## config.mk

```make
export PLATFORM = sky130hd
export DESIGN_NAME = irq_vector_ctrl
export DESIGN_NICKNAME = d
export VERILOG_FILES = /design/src/rtl/irqv_pkg.sv /design/src/rtl/irqv_flag_bank.sv /design/src/rtl/irqv_prio_sel.sv /design/src/rtl/irq_vector_ctrl.sv
export SDC_FILE = /design/constraint.sdc
export NUM_CORES = 1
export LEC_CHECK = 0
export ABC_AREA = 1
export ABC_CLOCK_PERIOD_IN_PS = 11250
export BUFFER_PORTS_ARGS = -buffer_cell sky130_fd_sc_hd__buf_2
export CORE_AREA = 8 8 109 111
export DETAILED_ROUTE_END_ITERATION = 8
export DIE_AREA = 0 0 117 119
export GPL_TIMING_DRIVEN = 1
export PLACE_DENSITY_LB_ADDON = 0.15
export SLEW_MARGIN = 40
export SYNTH_ARGS = -nofsm -noshare
export SYNTH_HDL_FRONTEND = slang
export SYNTH_SLANG_ARGS = --single-unit
```

## constraint.sdc

```tcl
create_clock -name clk -period 11.25 [get_ports clk]
set_input_delay 3.375 -clock clk [delete_from_list [all_inputs] [get_ports clk]]
set_output_delay 3.375 -clock clk [all_outputs]
set_load 0.02 [all_outputs]
```

## src/rtl/irqv_pkg.sv

```systemverilog
package irqv_pkg;

    localparam int NSRC   = 15;
    localparam int NEN    = NSRC - 1;
    localparam int RANK_W = $clog2(NSRC);
    localparam int VEC_W  = 16;
    localparam int DW     = 8;
    localparam int AW     = 3;

    // register layout split
    localparam int ST0_N  = 8;
    localparam int ST1_N  = 4;
    localparam int ST2_N  = NSRC - ST0_N - ST1_N;
    localparam int ST1_LO = ST0_N;
    localparam int ST2_LO = ST0_N + ST1_N;
    localparam int MK0_N  = 8;
    localparam int MK1_N  = NEN - MK0_N;

    // ranks in front of which one vector slot is skipped
    localparam int GAP_A = 3;
    localparam int GAP_B = 8;
    localparam int GAP_C = 12;
    localparam int SLOT_WORDS = 3;

    typedef enum logic [AW-1:0] {
        RA_ST0 = 3'd0,
        RA_ST1 = 3'd1,
        RA_ST2 = 3'd2,
        RA_MK0 = 3'd3,
        RA_MK1 = 3'd4
    } reg_sel_e;

    typedef logic [NSRC-1:0] src_vec_t;

    typedef struct packed {
        logic              valid;
        logic [RANK_W-1:0] rank;
    } pick_t;

    function automatic logic [VEC_W-1:0] rank_to_vec(input logic [RANK_W-1:0] r);
        int rk;
        int slot;
        rk   = int'(r);
        slot = rk + 1;
        if (rk >= GAP_A) slot++;
        if (rk >= GAP_B) slot++;
        if (rk >= GAP_C) slot++;
        return VEC_W'(SLOT_WORDS * slot);
    endfunction

endpackage

```

## src/rtl/irqv_flag_bank.sv

```systemverilog
module irqv_flag_bank
    import irqv_pkg::*;
(
    input  logic              clk,
    input  logic              rst,
    input  src_vec_t          pulse,
    input  logic              reg_wr,
    input  logic [AW-1:0]     reg_addr,
    input  logic [DW-1:0]     reg_wdata,
    output src_vec_t          flags,
    output logic [NEN-1:0]    enables,
    output logic [DW-1:0]     rdata
);

    src_vec_t          flag_wr;
    logic [NEN-1:0]    en_nxt;
    logic              st_wr;
    reg_sel_e          sel;

    assign sel = reg_sel_e'(reg_addr);

    always_comb begin
        flag_wr = flags;
        en_nxt  = enables;
        st_wr   = 1'b0;
        if (reg_wr) begin
            case (sel)
                RA_ST0: begin flag_wr[ST0_N-1:0]         = reg_wdata[ST0_N-1:0]; st_wr = 1'b1; end
                RA_ST1: begin flag_wr[ST1_LO +: ST1_N]   = reg_wdata[ST1_N-1:0]; st_wr = 1'b1; end
                RA_ST2: begin flag_wr[ST2_LO +: ST2_N]   = reg_wdata[ST2_N-1:0]; st_wr = 1'b1; end
                RA_MK0: en_nxt[MK0_N-1:0]                = reg_wdata[MK0_N-1:0];
                RA_MK1: en_nxt[MK0_N +: MK1_N]           = reg_wdata[MK1_N-1:0];
                default: ;
            endcase
        end
    end

    always_ff @(posedge clk) begin
        if (rst) begin
            flags   <= '0;
            enables <= '0;
        end else begin
            flags   <= flag_wr | pulse;   // set beats clear
            enables <= en_nxt;
        end
    end

    always_comb begin
        case (sel)
            RA_ST0:  rdata = DW'(flags[ST0_N-1:0]);
            RA_ST1:  rdata = DW'(flags[ST1_LO +: ST1_N]);
            RA_ST2:  rdata = DW'(flags[ST2_LO +: ST2_N]);
            RA_MK0:  rdata = DW'(enables[MK0_N-1:0]);
            RA_MK1:  rdata = DW'(enables[MK0_N +: MK1_N]);
            default: rdata = '0;
        endcase
    end

    AST_FLAG_STICKY: assert property (@(posedge clk) disable iff (rst)
        !st_wr |=> (($past(flags) & ~flags) == '0));

    AST_PULSE_SETS: assert property (@(posedge clk) disable iff (rst)
        (|pulse) |=> ((flags & $past(pulse)) == $past(pulse)));

endmodule

```

## src/rtl/irqv_prio_sel.sv

```systemverilog
module irqv_prio_sel
    import irqv_pkg::*;
(
    input  logic              clk,
    input  logic              rst,
    input  src_vec_t          active,
    output pick_t             pick,
    output logic [VEC_W-1:0]  win_vec
);

    src_vec_t grant;

    // thermometer-style grant, one term per rank
    genvar g;
    generate
        for (g = 0; g < NSRC; g++) begin : g_grant
            if (g == 0) begin : g_top
                assign grant[g] = active[g];
            end else begin : g_rest
                assign grant[g] = active[g] & ~(|active[g-1:0]);
            end
        end
    endgenerate

    // rank encoder built independently of the grant vector
    always_comb begin
        pick = '0;
        for (int i = NSRC - 1; i >= 0; i--) begin
            if (active[i]) begin
                pick.valid = 1'b1;
                pick.rank  = RANK_W'(i);
            end
        end
    end

    assign win_vec = pick.valid ? rank_to_vec(pick.rank) : '0;

    AST_GRANT_ONEHOT: assert property (@(posedge clk) disable iff (rst)
        $onehot0(grant));

    AST_GRANT_MATCH: assert property (@(posedge clk) disable iff (rst)
        pick.valid |-> grant[pick.rank]);

    AST_NO_GAP_VEC: assert property (@(posedge clk) disable iff (rst)
        (win_vec != 16'h000C) && (win_vec != 16'h001E) && (win_vec != 16'h002D));

    AST_IDLE_ZERO: assert property (@(posedge clk) disable iff (rst)
        (active == '0) |-> (win_vec == '0));

endmodule

```

## src/rtl/irq_vector_ctrl.sv

```systemverilog
module irq_vector_ctrl
    import irqv_pkg::*;
(
    input  logic              clk,
    input  logic              rst,
    input  logic [14:0]       src_pulse,
    input  logic              wdt_on,
    input  logic              gie_set,
    input  logic              gie_clr,
    input  logic              reg_wr,
    input  logic [2:0]        reg_addr,
    input  logic [7:0]        reg_wdata,
    output logic [7:0]        reg_rdata,
    input  logic              ack,
    output logic              cpu_req,
    output logic [15:0]       vector,
    output logic [15:0]       vec_taken
);

    src_vec_t          flags;
    logic [NEN-1:0]    enables;
    src_vec_t          active;
    pick_t             pick;
    logic [VEC_W-1:0]  win_vec;
    logic              gie_q;
    logic              taken;

    irqv_flag_bank u_bank (
        .clk       (clk),
        .rst       (rst),
        .pulse     (src_pulse),
        .reg_wr    (reg_wr),
        .reg_addr  (reg_addr),
        .reg_wdata (reg_wdata),
        .flags     (flags),
        .enables   (enables),
        .rdata     (reg_rdata)
    );

    // rank 0 is qualified by the watchdog-on input, the rest by mask bits
    assign active = flags & {enables, wdt_on};

    irqv_prio_sel u_sel (
        .clk     (clk),
        .rst     (rst),
        .active  (active),
        .pick    (pick),
        .win_vec (win_vec)
    );

    assign cpu_req = gie_q & pick.valid;
    assign vector  = cpu_req ? win_vec : '0;
    assign taken   = ack & cpu_req;

    always_ff @(posedge clk) begin
        if (rst) begin
            gie_q     <= 1'b0;
            vec_taken <= '0;
        end else begin
            if (taken || gie_clr) gie_q <= 1'b0;
            else if (gie_set)     gie_q <= 1'b1;
            if (taken) vec_taken <= vector;
        end
    end

    AST_ACK_LATCH: assert property (@(posedge clk) disable iff (rst)
        taken |=> (vec_taken == $past(vector)));

    AST_ACK_DROPS_REQ: assert property (@(posedge clk) disable iff (rst)
        taken |=> !cpu_req);

    AST_CLR_DROPS_REQ: assert property (@(posedge clk) disable iff (rst)
        gie_clr |=> !cpu_req);

    AST_LATCH_HOLD: assert property (@(posedge clk) disable iff (rst)
        !taken |=> $stable(vec_taken));

endmodule

```

==> impl_metrics.ini, run 1 <==
[logic_synthesis]
ys_seq_elements = 40
synth-edff-count = 0
synth_ff_type = dfxtp_1
synth_area_leaders = dfxtp_1 27%, nand2_1 9.4%, inv_1 9.3%, ha_1 7.5%, a21oi_1 5.5%
synth_warnings = 0
post_synth_num_cell_types = 44
yosys.area.top_type = dfxtp_1
syn_area_um2 = 2980
async_flop_share_pct = 0
synth_top_area_share_pct = 26.8
avgSynthCellArea_um2 = 6.86
synthCells = 435
seq_area_frac_synth_pct = 26.8

[critical_path]
startpoint_type = input pin
crit_path_end_kind = primary output
crit_arrival_ns = 7.44
crit_fanout = 7
cp_num_buf_inv = 8
r2r_start = u_bank.flags[12]$_SDFF_PP0_
crit_family = simple AND/OR/NAND/NOR gates
regToRegEndpoint = vec_taken[7]$_SDFFE_PP0P_
cp_slowest_cell = or2_2
worst-setup-path-type = input pin to primary output
timing.critical_path.mode_cell = inv_1
critical_path.startpoint = wdt_on
cp.required_ns = 7.88
r2r_slack_ns = 6.17
crit_path_max_incr_delay_ns = 0.31
r2r_cells = 44

[clock_tree]
cts_root_buf = clkbuf_8
clock_path_buffers = 2
cts_tree = yes
path_clk_slew_ns = 0.08
h-tree-depth = 2
clk_latency_ns = 0.29
numCtsBuffers = 5
cts.sinks = 40

[final_layout]
final_area_um2 = 3500
final_cells = 633
final_cell_mix = 75 x nand2_1, 73 x inv_1, 59 x buf_2
drive_above_1_share_pct = 25.2
diodes = 0
nFillCells = 1158
area_growth_syn_to_layout_pct = 17.4
nNetsFinal = 548
layout_commonest_cell = nand2_1

[drt]
firstDrtPassIters = 4
drc_errors = 0
drtAntennaViolNets = 0
top_layer_used = met4
vias = 2791
met3_length_um = 310
met2WireLength_um = 3850
post_drt_via_cell_ratio = 4.41
routed_wl_um = 8020
wl_per_cell_um = 12.7
first_iter_violations = 122
wl_met1_um = 3770

[global_routing]
grt_pass1_vias = 2765
grt_pass1_wl_um = 13500
grt_max_degree = 31
overflow = 0
grtUsageTotal_pct = 12.0
antenna_found_initial = 0

[sta]
maxSlewHeadroom_pct = 58.5
hold_violations = 0
slew_viol_final = 0
setup_viol = 0
period_needed_ns = 10.82
layout_worst_path_cycle_share_pct = 96.1
max_clock_freq_ghz = 0.0925
skew_ns = 0.00545
tightest_slew_ns = 0.617
rsz0062_at_grt = no
fin_setup_tns_ns = 0

[power]
vdd_drop_max_v = 0.0000666
power.density_nw_per_um2 = 105
share_comb_of_total_power_pct = 25.7
switching_share_pct = 32.5
intPower_uw = 248
leakage_nw = 1.84
p_total_uw = 367
clkPwrFrac_pct = 32.4
switching_power_uw = 120
pwr-share-seq_pct = 42.0

[placed_design]
gp_congestion = 0.804
port_buffers = 59
place_hpwl_um = 6670
placed_area_um2 = 3380
dp_cells = 624

[hold_path]
hp-class = flip-flop to flip-flop
hp-start = vec_taken[4]$_SDFFE_PP0P_
hold_path_end = vec_taken[4]$_SDFFE_PP0P_
min_delay_path_depth = 2

[die]
start_util_pct = 29.6
core_um2 = 10100
io-pin-count = 74
die_area_um2 = 13900
die_x_um = 117
std_cell_rows = 37
die_y_um = 119

[run]
drv_cap = 0

[run_status]
status = completed
-- worst min-delay path: stages (launching register included) --
cell     delay, ns
dfxtp_1       0.31
nand2_1       0.06
a21oi_1       0.05
-- flip-flops by register name, summed over array words and instances (netlist names) --
name / flops
u_bank.flags: 15
u_bank.enables: 14
vec_taken: 10
gie_q: 1
-- power groups by stage --
stage          logic (mW)  registers, mW  clock network [mW]
2_1_floorplan      0.0738          0.156                   0
3_3_place_gp       0.0934          0.157                   0
3_5_place_dp       0.0950          0.157                   0
4_1_cts            0.0953          0.154               0.122
5_1_grt             0.110          0.155               0.128
6_report           0.0943          0.154               0.119
-- timing repair --
| action | in CTS | in global routing |
|---|---|---|
| endpoints found under the setup margin | 0 | 1 |
| gates resized for setup | 0 | 1 |
| setup buffers | 0 | 1 |
| hold buffers | 0 | 0 |
-- worst max-delay path by stage --
stage / end / slack [ns] / cells past startpoint
global route: vector[7] / 0.04 / 32
floorplan: vector[7] / 0.76 / 29
finish: vector[7] / 0.43 / 32
CTS: vector[7] / 0.37 / 31
global placement: vector[7] / 0.49 / 31
detailed placement: vector[7] / 0.38 / 31
-- cells in the mapped netlist (5+ instances only) --
| library cell | instances |
|---|---|
| clkbuf_1 | 7 |
| nor3_1 | 5 |
| a21oi_1 | 33 |
| o31ai_1 | 8 |
| o21ai_0 | 28 |
| nand2_2 | 23 |
| nand2_1 | 75 |
| buf_4 | 13 |
| nor2_1 | 39 |
| ha_1 | 18 |
| dfxtp_1 | 40 |
| inv_1 | 74 |
| nand3_1 | 12 |
-- layer usage --
layer | GRT usage [%] | vias up
met5 | 0 | -
met4 | 3.28 | 0
met3 | 1.97 | 6
met2 | 20.4 | 56
met1 | 15.1 | 1247
li1 | - | 1482
-- kinds of logic (layout without fill, tap and decap cells) --
family	count (synthesis)	in the layout	synth area share, %
other cells	2	17	0.252
buf+inv	101	148	14.4
mux	3	3	1.13
fa+ha+maj	19	19	8.22
simple gates	179	179	30.6
flops	40	40	26.8
compound gates	86	86	16.9
xor+xnor	5	5	1.72
-- final cells by class --
| type | instances | area, um2 | share of cell area, % |
|---|---|---|---|
| Multi-Input combinational cell | 309 | 1820 | 51.9 |
| Sequential cell | 40 | 801 | 22.9 |
| Timing Repair Buffer | 60 | 303 | 8.65 |
| Inverter | 80 | 300 | 8.57 |
| Tap cell | 136 | 170 | 4.86 |
| Clock buffer | 5 | 68.8 | 1.96 |
| Clock inverter | 3 | 42.5 | 1.21 |
-- through the flow --
stage	util, %	hold slack, ns	setup WS (ns)
after floorplan	-	0.439	0.756
after global placement	33.5	0.451	0.486
after detailed placement	33.5	0.459	0.375
after CTS	34.6	0.472	0.372
after global routing	34.7	0.484	0.0392
final	34.7	0.466	0.435
Power figures use the tool's default switching activity.
==> inputs of run 2 (changes only) <==
--- a/config.mk
+++ b/config.mk
@@ -5,12 +5,11 @@
 export SDC_FILE = /design/constraint.sdc
 export NUM_CORES = 1
 export LEC_CHECK = 0
-export ABC_AREA = 1
 export ABC_CLOCK_PERIOD_IN_PS = 11250
 export BUFFER_PORTS_ARGS = -buffer_cell sky130_fd_sc_hd__buf_2
-export CORE_AREA = 8 8 109 111
+export CORE_AREA = 2 2 101 103
 export DETAILED_ROUTE_END_ITERATION = 8
-export DIE_AREA = 0 0 117 119
+export DIE_AREA = 0 0 103 105
 export GPL_TIMING_DRIVEN = 1
 export PLACE_DENSITY_LB_ADDON = 0.15
 export SLEW_MARGIN = 40
==> impl_metrics.ini, run 2 <==
[drt]
drc_errors = 0
vias = 2743
firstDrtPassIters = 4
drtAntennaViolNets = 0
first_iter_violations = 134
routed_wl_um = 8430
post_drt_via_cell_ratio = 4.74
wl_per_cell_um = 14.6

[final_layout]
drive_above_1_share_pct = 26.7
nNetsFinal = 497
regArea_um2 = 801
diodes = 0
nFillCells = 1059
largest-register = u_bank.flags
final_area_um2 = 3590
area_growth_syn_to_layout_pct = 25.4
multi_input_area_um2 = 2020
largest_reg_flops = 15
final_cell_mix = 58 x buf_2, 50 x nor2_1, 49 x nand2_1
top_regs = u_bank.flags (15), u_bank.enables (14), vec_taken (10)
layout_commonest_cell = buf_2

[logic_synthesis]
yosys.area.top_type = dfxtp_1
avgSynthCellArea_um2 = 7.75
synth-edff-count = 0
synth_area_leaders = dfxtp_1 28%, ha_1 7.9%, nand2_1 6.5%, nor2_1 6.5%, mux2i_1 6.3%
async_flop_share_pct = 0
syn_area_um2 = 2870
post_synth_num_cell_types = 51
ys_seq_elements = 40
synth_commonest_cells = 50 x nand2_1, 50 x nor2_1, 40 x dfxtp_1
synth_ff_type = dfxtp_1
synthCells = 370
seq_area_frac_synth_pct = 27.9
synth_warnings = 0
synth_top_area_share_pct = 27.9

[sta]
hold_violations = 0
period_needed_ns = 11.03
layout_worst_path_cycle_share_pct = 98.1
setup_slack_ns = 0.217
tightest_slew_ns = 0.818
max_clock_freq_ghz = 0.0906
maxSlewHeadroom_pct = 45.5
slew_viol_final = 0
setup_viol = 0
holdWs_ns = 0.458
skew_ns = 0.0106

[die]
core_um2 = 9640
io-pin-count = 74
die_y_um = 105
die_area_um2 = 10800
die_x_um = 103
start_util_pct = 29.7
std_cell_rows = 36

[critical_path]
crit_family = simple AND/OR/NAND/NOR gates
cp_num_buf_inv = 2
crit_path_max_incr_delay_ns = 0.45
r2r_start = u_bank.flags[10]$_SDFF_PP0_
cp_slowest_cell = or4_4
worst-setup-path-type = input pin to primary output
r2r_slack_ns = 5.76
startpoint_type = input pin
crit_path_end_kind = primary output
crit_fanout = 4
regToRegEndpoint = vec_taken[6]$_SDFFE_PP0P_
crit_arrival_ns = 7.66
r2r_cells = 28
cp.required_ns = 7.88

[power]
leakage_nw = 1.59
power.density_nw_per_um2 = 93.9
vdd_drop_max_v = 0.0000555
p_total_uw = 337

[placed_design]
port_buffers = 59
place_hpwl_um = 6390
placed_area_um2 = 3360
dp_slack_ns = -0.0607
gp_congestion = 0.835

[clock_tree]
cts.sinks = 40
h-tree-depth = 2
cts_root_buf = clkbuf_8
numCtsBuffers = 5
clk_latency_ns = 0.30
holdBufCountCts = 0
path_clk_slew_ns = 0.09
cts_tree = yes
clock_path_buffers = 2

[hold_path]
hp-start = vec_taken[1]$_SDFFE_PP0P_
hp-class = flip-flop to flip-flop
hold_path_end = vec_taken[1]$_SDFFE_PP0P_
min_delay_path_depth = 2

[global_routing]
grtUsageTotal_pct = 16.0
grt_pass1_wl_um = 13800
antenna_found_initial = 0
overflow = 0
grt_pass1_vias = 2696
grt_max_degree = 41

[run_status]
status = completed

[run]
drv_cap = 0
[run 2: cells by family (layout without fill, tap and decap cells)]
family	Yosys count	in the layout	share of synthesized area, %
other	2	17	0.262
xor gates and xnor gates	17	17	5.67
adders and majority gates	20	20	8.90
and+or+nand+nor	139	139	21.5
muxes	22	22	8.25
DFF	40	40	27.9
AOI/OAI and AO/OA	86	86	20.0
buffers and inverters	44	105	7.51
[run 2: worst max-delay path by stage]
stage               cells after the start  slack (ns)    from         to
floorplan                              24       0.005  wdt_on  vector[7]
global placement                       25        0.05  wdt_on  vector[7]
detailed placement                     25       -0.06  wdt_on  vector[7]
CTS                                    25       -0.02  wdt_on  vector[7]
global route                           25       -0.02  wdt_on  vector[7]
finish                                 25        0.22  wdt_on  vector[7]
[run 2: report_power, final]
group          internal, mW  total, mW  leakage, nW  switching (mW)
Clock                0.0442      0.104       0.0445          0.0596
Sequential            0.147      0.155        0.328         0.00726
Combinational        0.0333     0.0789         1.22          0.0456
Total                 0.225      0.337         1.59           0.112
[run 2: cell type report]
type	instances	share of cell area (%)
multi-input combinational	301	56.1
sequential	40	22.3
timing repair buffer	80	12.7
tap	133	4.63
clock buffer	5	1.92
inverter	17	1.78
clock inverter	3	0.592
[run 2: worst reg2reg max path, delay by kind of cell (launching register included)]
| kind | cells | cell delay (ns) |
|---|---|---|
| flops | 1 | 0.36 |
| compound gates | 9 | 1.82 |
| fa+ha+maj | 4 | 0.92 |
| buf+inv | 4 | 0.47 |
| xor+xnor | 4 | 0.54 |
| simple gates | 7 | 1.26 |
[run 2: what timing repair did]
| item | 4_1_cts | 5_1_grt |
|---|---|---|
| pin swaps | 0 | 13 |
| cloned | 0 | 0 |
| resized for setup | 5 | 17 |
| endpoints found under the hold margin | 0 | 0 |
| buffers inserted | 1 | 3 |
| endpoints found under the setup margin | 2 | 4 |
[run 2: layer usage]
metal | up-vias | wire length (um) | global-route usage [%]
li1 | 1409 | - | -
met1 | 1257 | 4060 | 22.1
met2 | 66 | 3880 | 25.6
met3 | 11 | 338 | 2.68
met4 | 0 | 148 | 4.42
met5 | - | 0 | 0
[run 2: through the flow]
step / utilization [%] / setup TNS [ns] / std cells
2_1_floorplan: - / 0 / 385
3_3_place_gp: 34.9 / 0 / 567
3_5_place_dp: 34.9 / -0.0607 / 567
4_1_cts: 36.1 / -0.0165 / 576
5_1_grt: 37.3 / -0.0231 / 579
6_report: 37.3 / 0 / 579
